## src/rtl/hdlc_af_pkg.sv

```systemverilog
package hdlc_af_pkg;
  localparam int AF_DW  = 8;          // byte width
  localparam int AF_PW  = AF_DW - 1;  // compared bits (7..1)
  localparam int AF_AW  = 2;          // register select width

  localparam logic [AF_AW-1:0] REG_FIRST  = 2'd0;
  localparam logic [AF_AW-1:0] REG_SECOND = 2'd1;
  localparam logic [AF_AW-1:0] REG_MODE   = 2'd2;

  typedef enum logic [1:0] {
    ST_IDLE,
    ST_ADDR2,
    ST_PASS,
    ST_DROP
  } af_state_t;

  typedef struct packed {
    logic             en1;
    logic [AF_PW-1:0] pat1;
    logic             en2;
    logic [AF_PW-1:0] pat2;
    logic             wide;
    logic             rec_en;
  } af_cfg_t;
endpackage

```

## src/rtl/hdlc_af_regs.sv

```systemverilog
module hdlc_af_regs
  import hdlc_af_pkg::*;
(
  input  logic             clk,
  input  logic             rst,
  input  logic             wr_en,
  input  logic [AF_AW-1:0] wr_addr,
  input  logic [AF_DW-1:0] wr_data,
  input  logic [AF_AW-1:0] rd_addr,
  output logic [AF_DW-1:0] rd_data,
  output af_cfg_t          cfg
);
  localparam int PAD_W = AF_DW - 2;

  always_ff @(posedge clk) begin
    if (rst) begin
      cfg <= '0;
    end else if (wr_en) begin
      case (wr_addr)
        REG_FIRST:  {cfg.en1, cfg.pat1} <= wr_data;
        REG_SECOND: {cfg.en2, cfg.pat2} <= wr_data;
        REG_MODE:   {cfg.wide, cfg.rec_en} <= wr_data[1:0];
        default: ;
      endcase
    end
  end

  always_ff @(posedge clk) begin
    if (rst) begin
      rd_data <= '0;
    end else begin
      case (rd_addr)
        REG_FIRST:  rd_data <= {cfg.en1, cfg.pat1};
        REG_SECOND: rd_data <= {cfg.en2, cfg.pat2};
        REG_MODE:   rd_data <= {{PAD_W{1'b0}}, cfg.wide, cfg.rec_en};
        default:    rd_data <= '0;
      endcase
    end
  end

  AST_WRITE_LANDS: assert property (@(posedge clk) disable iff (rst)
    (wr_en && wr_addr == REG_FIRST) |=> ({cfg.en1, cfg.pat1} == $past(wr_data)))
    else $error("first register write lost");
endmodule

```

## src/rtl/hdlc_af_match.sv

```systemverilog
module hdlc_af_match
  import hdlc_af_pkg::*;
(
  input  af_cfg_t          cfg,
  input  logic [AF_DW-1:0] byte0,
  input  logic [AF_DW-1:0] byte1,
  output logic             ok_single,
  output logic             ok_double
);
  localparam logic [AF_PW-1:0] ALL_ONES = {AF_PW{1'b1}};

  logic hit1, hit2, bcast1, bcast2, pass1, pass2;

  always_comb begin
    if (cfg.wide)
      hit1 = (byte0[AF_DW-1:1] == cfg.pat1);
    else
      hit1 = (byte0[AF_DW-1:2] == cfg.pat1[AF_PW-1:1]);
    hit2   = (byte1[AF_DW-1:1] == cfg.pat2);
    bcast1 = (byte0[AF_DW-1:1] == ALL_ONES);
    bcast2 = (byte1[AF_DW-1:1] == ALL_ONES);
    pass1  = !cfg.en1 || hit1;
    pass2  = !cfg.en2 || hit2;
    ok_single = pass1 || bcast1;
    ok_double = (cfg.en2 && bcast2) || (pass1 && pass2);
  end
endmodule

```

## src/rtl/hdlc_af_ctrl.sv

```systemverilog
module hdlc_af_ctrl
  import hdlc_af_pkg::*;
(
  input  logic             clk,
  input  logic             rst,
  input  logic             rec_en,
  input  logic             in_valid,
  input  logic             in_sof,
  input  logic             in_eof,
  input  logic [AF_DW-1:0] in_data,
  input  logic             ok_single,
  input  logic             ok_double,
  output logic [AF_DW-1:0] cmp_byte0,
  output logic             out_valid,
  output logic             out_sof,
  output logic             out_eof,
  output logic [AF_DW-1:0] out_data,
  output logic             done,
  output logic             accept
);
  af_state_t        state;
  logic [AF_DW-1:0] held0;
  logic             pend_v, pend_eof;
  logic [AF_DW-1:0] pend_data;
  logic             take_now;

  assign cmp_byte0 = (in_valid && in_sof) ? in_data : held0;
  assign take_now  = !rec_en || (in_data[0] && ok_single);

  always_ff @(posedge clk) begin
    if (rst) begin
      state     <= ST_IDLE;
      held0     <= '0;
      pend_v    <= 1'b0;
      pend_eof  <= 1'b0;
      pend_data <= '0;
      out_valid <= 1'b0;
      out_sof   <= 1'b0;
      out_eof   <= 1'b0;
      out_data  <= '0;
      done      <= 1'b0;
      accept    <= 1'b0;
    end else begin
      out_valid <= 1'b0;
      out_sof   <= 1'b0;
      out_eof   <= 1'b0;
      done      <= 1'b0;
      accept    <= 1'b0;
      if (pend_v) begin
        out_valid <= 1'b1;
        out_data  <= pend_data;
        out_eof   <= pend_eof;
        pend_v    <= 1'b0;
      end
      if (in_valid) begin
        if (in_sof) begin
          held0 <= in_data;
          if (in_eof) begin
            done   <= 1'b1;
            accept <= take_now;
            state  <= ST_IDLE;
            if (take_now) begin
              out_valid <= 1'b1;
              out_sof   <= 1'b1;
              out_eof   <= 1'b1;
              out_data  <= in_data;
            end
          end else if (!rec_en || in_data[0]) begin
            if (take_now) begin
              out_valid <= 1'b1;
              out_sof   <= 1'b1;
              out_data  <= in_data;
              state     <= ST_PASS;
            end else begin
              state <= ST_DROP;
            end
          end else begin
            state <= ST_ADDR2;
          end
        end else begin
          case (state)
            ST_ADDR2: begin
              if (ok_double) begin
                out_valid <= 1'b1;
                out_sof   <= 1'b1;
                out_data  <= held0;
                pend_v    <= 1'b1;
                pend_data <= in_data;
                pend_eof  <= in_eof;
              end
              if (in_eof) begin
                done   <= 1'b1;
                accept <= ok_double;
                state  <= ST_IDLE;
              end else begin
                state <= ok_double ? ST_PASS : ST_DROP;
              end
            end
            ST_PASS: begin
              out_valid <= 1'b1;
              out_data  <= in_data;
              out_eof   <= in_eof;
              if (in_eof) begin
                done   <= 1'b1;
                accept <= 1'b1;
                state  <= ST_IDLE;
              end
            end
            ST_DROP: begin
              if (in_eof) begin
                done  <= 1'b1;
                state <= ST_IDLE;
              end
            end
            default: ;
          endcase
        end
      end
    end
  end

  AST_DROP_SILENT: assert property (@(posedge clk) disable iff (rst)
    (state == ST_DROP && in_valid && !in_sof) |=> !out_valid)
    else $error("byte leaked from rejected frame");

  AST_DONE_AFTER_EOF: assert property (@(posedge clk) disable iff (rst)
    done |-> $past(in_valid && in_eof))
    else $error("status pulse without end of frame");

  AST_ACCEPT_IN_PULSE: assert property (@(posedge clk) disable iff (rst)
    accept |-> done)
    else $error("accept outside status pulse");

  AST_HELD_FIRST: assert property (@(posedge clk) disable iff (rst)
    pend_v |-> (out_valid && out_sof))
    else $error("second address byte queued without first byte");

  AST_PACING: assert property (@(posedge clk) disable iff (rst)
    pend_v |-> !in_valid)
    else $error("input byte collides with queued byte");
endmodule

```

## src/rtl/hdlc_addr_filter.sv

```systemverilog
module hdlc_addr_filter
  import hdlc_af_pkg::*;
(
  input  logic             clk,
  input  logic             rst,
  input  logic             cfg_we,
  input  logic [AF_AW-1:0] cfg_addr,
  input  logic [AF_DW-1:0] cfg_wdata,
  input  logic [AF_AW-1:0] cfg_raddr,
  output logic [AF_DW-1:0] cfg_rdata,
  input  logic             in_valid,
  input  logic             in_sof,
  input  logic             in_eof,
  input  logic [AF_DW-1:0] in_data,
  output logic             out_valid,
  output logic             out_sof,
  output logic             out_eof,
  output logic [AF_DW-1:0] out_data,
  output logic             frame_done,
  output logic             frame_accept
);
  af_cfg_t          cfg;
  logic [AF_DW-1:0] cmp_byte0;
  logic             ok_single, ok_double;

  hdlc_af_regs u_regs (
    .clk     (clk),
    .rst     (rst),
    .wr_en   (cfg_we),
    .wr_addr (cfg_addr),
    .wr_data (cfg_wdata),
    .rd_addr (cfg_raddr),
    .rd_data (cfg_rdata),
    .cfg     (cfg)
  );

  hdlc_af_match u_match (
    .cfg       (cfg),
    .byte0     (cmp_byte0),
    .byte1     (in_data),
    .ok_single (ok_single),
    .ok_double (ok_double)
  );

  hdlc_af_ctrl u_ctrl (
    .clk       (clk),
    .rst       (rst),
    .rec_en    (cfg.rec_en),
    .in_valid  (in_valid),
    .in_sof    (in_sof),
    .in_eof    (in_eof),
    .in_data   (in_data),
    .ok_single (ok_single),
    .ok_double (ok_double),
    .cmp_byte0 (cmp_byte0),
    .out_valid (out_valid),
    .out_sof   (out_sof),
    .out_eof   (out_eof),
    .out_data  (out_data),
    .done      (frame_done),
    .accept    (frame_accept)
  );

  AST_SOF_HAS_DATA: assert property (@(posedge clk) disable iff (rst)
    out_sof |-> out_valid)
    else $error("sof mark without a byte");
endmodule

```

## config.mk

```make
export PLATFORM = sky130hd
export DESIGN_NAME = hdlc_addr_filter
export DESIGN_NICKNAME = d
export VERILOG_FILES = /design/src/rtl/hdlc_af_pkg.sv /design/src/rtl/hdlc_af_regs.sv /design/src/rtl/hdlc_af_match.sv /design/src/rtl/hdlc_af_ctrl.sv /design/src/rtl/hdlc_addr_filter.sv
export SDC_FILE = /design/constraint.sdc
export NUM_CORES = 1
export LEC_CHECK = 0
export ABC_AREA = 0
export BUFFER_PORTS_ARGS = -buffer_cell sky130_fd_sc_hd__buf_2
export CORE_ASPECT_RATIO = 0.75
export CORE_UTILIZATION = 45
export CTS_CLUSTER_SIZE = 24
export DETAILED_ROUTE_END_ITERATION = 10
export PLACE_DENSITY = 0.66
export RECOVER_POWER = 100
export SLEW_MARGIN = 25
export SYNTH_ARGS = -nofsm -noshare
export SYNTH_HDL_FRONTEND = slang
export SYNTH_SLANG_ARGS = --single-unit
```

## constraint.sdc

```tcl
create_clock -name clk -period 2.75 [get_ports clk]
set_clock_uncertainty 0.1 [all_clocks]
set_input_delay 0.4125 -clock clk [delete_from_list [all_inputs] [get_ports clk]]
set_output_delay 0.4125 -clock clk [all_outputs]
set_load 0.05 [all_outputs]
```

After elaboration in Yosys (flattened, before gate mapping)
Index checks and enable logic that the tools add are counted.
- input bits: 26
- word-level logic and storage cells: 105
- output and inout bits: 21
- flip-flop bits (word level): 59
- eq/ne operators: 13
- bitwise operators: 2
- reductions and logical operators: 26
- multiplexer cells: 46
- operator list (operator ; count):
    $mux 8 ; 8
    $mux 1 ; 28
    $pmux 8 s3 ; 1
    $pmux 8 s2 ; 1
    $eq 7x7->1 ; 2
    $eq 7x7->1 const B ; 2
    $mux 2 ; 5
    $eq 2x2->1 const B ; 4
    $reduce_and 2->1 ; 4
    $eq 2x1->1 const B ; 3
    $eq 6x6->1 ; 1
    $logic_or 1x1->1 ; 6
    $reduce_or 3->1 ; 2
    $logic_and 1x1->1 ; 4
    $logic_not 2->1 ; 2
    $pmux 1 s2 ; 2
    $pmux 2 s2 ; 1
    $reduce_and 4->1 ; 1
    $reduce_or 2->1 ; 2
    $logic_not 1->1 ; 3
    $ne 3x1->1 const B ; 1
    $reduce_and 3->1 ; 1
    $reduce_bool 3->1 ; 1
    $not 1->1 ; 2

Logic depth before layout (Yosys ltp)
- word-level depth: 13
- mapped depth: 9
- mapped depth without buffers: 7

Cells and area by module
A second synthesis with hierarchy kept.
- cells, all modules: 289
- area, all modules: 2822.7 um2
- by module, submodules not included (module ; times used ; cells each ; area an instance (um2)):
    hdlc_af_ctrl ; 1 ; 165 ; 1552.7
    hdlc_af_regs ; 1 ; 97 ; 1067.3
    hdlc_af_match ; 1 ; 27 ; 202.7

Worst setup path before layout
OpenSTA, ideal clock, no wires.
- path kind: in2reg
- from: in in_valid
- to: reg u_ctrl.pend_data[0]
- data arrival time: 2.090 ns
- stages on the path: 9
- library setup time: 0.128 ns
- required time: 2.522 ns
- slack: 0.433 ns
- buffers on the path: 2
- path through: and2_1 buf_6 a211o_1 a22oi_4 nand4_4 a311oi_2 buf_6 mux2i_1 nor2_1
- word-level cells in the longest chain between the ends: 8
- elaborated cells between the ends (all ways): 9
- RTL lines (element ; line ; text):
    start: declaration ; hdlc_addr_filter.sv:11 ; input logic in_valid,
    $logic_and 1x1->1 ; hdlc_af_ctrl.sv:27 ; assign cmp_byte0 = (in_valid && in_sof) ? in_data : held0;
    $mux 8 ; hdlc_af_ctrl.sv:27 ;
    $eq 7x7->1 / $eq 6x6->1 (equally long branches) ; hdlc_af_match.sv:16, hdlc_af_match.sv:18 ;
    $mux 1 ; hdlc_af_match.sv:15 ; if (cfg.wide)
    $logic_or 1x1->1 ; hdlc_af_match.sv:22 ; pass1 = !cfg.en1 || hit1;
    $logic_and 1x1->1 ; hdlc_af_match.sv:25 ; ok_double = (cfg.en2 && bcast2) || (pass1 && pass2);
    $logic_or 1x1->1 ; hdlc_af_match.sv:25 ;
    $reduce_and 4->1 (no line) * ; - ;
    end signal: assignment ; hdlc_af_ctrl.sv:88 ; pend_data <= in_data;
    end: declaration ; hdlc_af_ctrl.sv:24 ; logic [AF_DW-1:0] pend_data;
Mark *: on every way between the ends. The rest lies on a longest branch, timed or not.
A chain may end at the register's enable or synchronous reset.

Worst setup path after layout
Ends and elaborated chain as after synthesis.

==> results.toml <==
[outcome]
status = "completed"

[detailed_routing]
final_antenna_net_count = 0
drt_wl_total_um = 7980
wl_per_cell_um = 16.5
drtIter0Drc = 165
avgViaCountPerCell = 5.61
num_vias = 2717
drt_first_pass_iters = 4
drc = 0

[logic_synthesis]
synth_area_leaders = "dfxtp_1 (38%), mux2i_1 (12%), nor2_1 (5.6%), a21oi_1 (3.2%), nand2_1 (3.2%)"
synth_most_common_cell = "dfxtp_1"
synth.top_cell.area_share = 0.383
syn_area_sq_um = 3080
synth_flop_cell = "dfxtp_1"
synth_commonest_cells = "dfxtp_1 (59), nor2_1 (46), mux2i_1 (37)"
syn_inst = 341
yosysSeqAreaShare = 0.383
yosys_warnings = 0
synth_edf_count = 0
synth_seq_cells = 59
syn_area_per_cell_sq_um = 9.04
synth.distinct_cells = 60
yosysTopAreaCell = "dfxtp_1"
syn_nets = 371
async_flop_share = 0

[global_route]
gr-total-overflow = 0
grt_pass1_wl_um = 13200
grt_max_degree = 29
antenna_found_initial = 0
grt.total_usage = 0.238
grt_pass1_vias = 2654

[timing]
holdWs_ns = 0.220
fmax_mhz = 390
period_share = 0.932
relSlewSlack = 0.0945
rsz0062_at_grt = "no"
finalSetupViolCount = 0
min_period_ns = 2.56
hold_viol = 0
worstMarginPinSlew_ns = 1.36
final_max_slew_viol_count = 0

[finish]
antenna_cells = 0
multi_input_area_sq_um = 1740
seq_area_sq_um = 1180
layout.cells.non_filler = 484
drive_above_1_share = 0.176
fill_cells = 654
utilization = 0.564
area_delta_synth_final_pct = 17.8
stdcell_area_sq_um = 3630
nets = 428

[setup_path]
r2r.worst_path.cells = 8
cp-endpoint = "u_ctrl.pend_data[0]"
crit_start = "in_valid"
critPathArrivalTime_ns = 2.64
crit_path_end_kind = "flop"
r2r-end = "u_ctrl.pend_data[0]"
timing.rr.start = "u_regs.cfg[11]"
start_kind = "primary input"
path_max_fanout = 6
critPathRequiredTime_ns = 2.83
r2r_slack_ns = 0.21
crit_type = "in2reg"

[pwr]
total_power_mw = 2.09
irDropWorstVdd_v = 0.000375
power_density_nw_per_um2 = 575
cellLeakagePower_nw = 1.46

[min_path]
holdPathStages = 3
hold_class = "in2reg"

[placed_design]
hpwl_um = 5880
dp.cells = 468
port_buffers = 46
routabilityCongestion = 0.890
placed_area_sq_um = 3460

[clock_network]
ctsRootBufferMaster = "clkbuf_8"
hold_buffers = 0
clk_transition_reported_paths_ns = 0.07
post-cts-setup-buffers = 0
cts_resized = 0
clk_path_buf_depth = 2
clk_latency_ns = 0.34
cts.sinks = 59
cts_tree = "done"
cts_buffers = 9
htreeDepth = 3

[floorplanning]
dieArea_sq_um = 7190
initial_core_util = 0.478
die_x_um = 97.6
row_count = 25
ios = 47
core_area_sq_um = 6440
die_h_um = 73.7

[flow_run]
cap_violations = 0
[worst min path at each step]
| stage | from | endpoint |
|---|---|---|
| 2_1_floorplan | u_ctrl.held0[0] | u_ctrl.held0[0] |
| 4_1_cts | cfg_wdata[2] | u_regs.cfg[4] |
| 3_3_place_gp | u_ctrl.held0[0] | u_ctrl.held0[0] |
| 5_1_grt | cfg_wdata[6] | u_regs.cfg[16] |
| 3_5_place_dp | u_ctrl.held0[0] | u_ctrl.held0[0] |
| 6_report | cfg_wdata[2] | u_regs.cfg[4] |
[metrics by stage]
stage               setup TNS [ns]  setup WS, ns
finish                           0         0.188
global route                     0        0.0851
CTS                              0         0.278
detailed placement          -0.256       -0.0497
global placement                 0        0.0274
floorplan                        0         0.433
[state kept, by name (all words and copies together) (netlist names), 2 cells and up]
| signal | flops |
|---|---|
| u_ctrl.held0 | 8 |
| u_ctrl.out_data | 8 |
| u_ctrl.state | 2 |
| u_ctrl.pend_data | 8 |
| u_regs.cfg | 18 |
| u_regs.rd_data | 8 |
[cell usage in the layout, fill, tap and decap left out, drive strengths merged, types with 2 or more instances in the layout]
cell    instances
dfxtp          59
nor2           46
clkbuf         40
mux2i          37
buf            36
nand2          27
a21oi          21
inv            17
nand3          12
mux2            8
o221ai          6
xnor2           6
xor2            5
a211o           5
nor2b           5
o21ai           5
and2            4
nor3            4
o22ai           4
o21a            4
ha              4
nand4           4
a311oi          3
a211oi          3
a41oi           3
nor4            2
nand2b          2
and3            2
nand3b          2
bufinv          2
a22oi           2
a21bo           2
o31ai           2
[where the power goes]
part | switching [mW] | internal (mW)
sequential | 0.0231 | 0.881
combinational | 0.176 | 0.0985
clock | 0.350 | 0.558
total | 0.549 | 1.54
[critical path, cell delays in order]
cell and delay (ns):
buf_2 0.13, nand2_1 0.17, buf_4 0.21, a211o_1 0.30, a22oi_4 0.21, nand4_4 0.13, a311oi_2 0.53, clkbuf_2 0.27
mux2i_1 0.20, nor2_1 0.05
[logic make-up (layout without fill, tap and decap cells)]
| group | after synthesis | after routing | share of synthesized area |
|---|---|---|---|
| XOR/XNOR | 11 | 11 | 0.0312 |
| AO/OA/AOI/OAI | 73 | 73 | 0.196 |
| multiplexers | 45 | 45 | 0.151 |
| adder cells (fa/ha/maj) | 4 | 4 | 0.0162 |
| AND/OR/NAND/NOR | 114 | 114 | 0.174 |
| flip-flops | 59 | 59 | 0.383 |
| buffers and inverters | 35 | 97 | 0.0487 |
[cell type report]
class                           instances  share of cell area
Clock buffer                           12              0.0427
Clock inverter                          4              0.0200
Inverter                               17              0.0176
Multi-Input combinational cell        247               0.478
Sequential cell                        59               0.325
Tap cell                               81              0.0279
Timing Repair Buffer                   64              0.0885
[metal layers]
| layer | part of all wire | GRT usage |
|---|---|---|
| met5 | 0 | 0 |
| met4 | 0.011 | 0.0817 |
| met3 | 0.072 | 0.0685 |
| met2 | 0.43 | 0.368 |
| met1 | 0.48 | 0.320 |
Note: power is estimated with default switching activity, not from simulation.
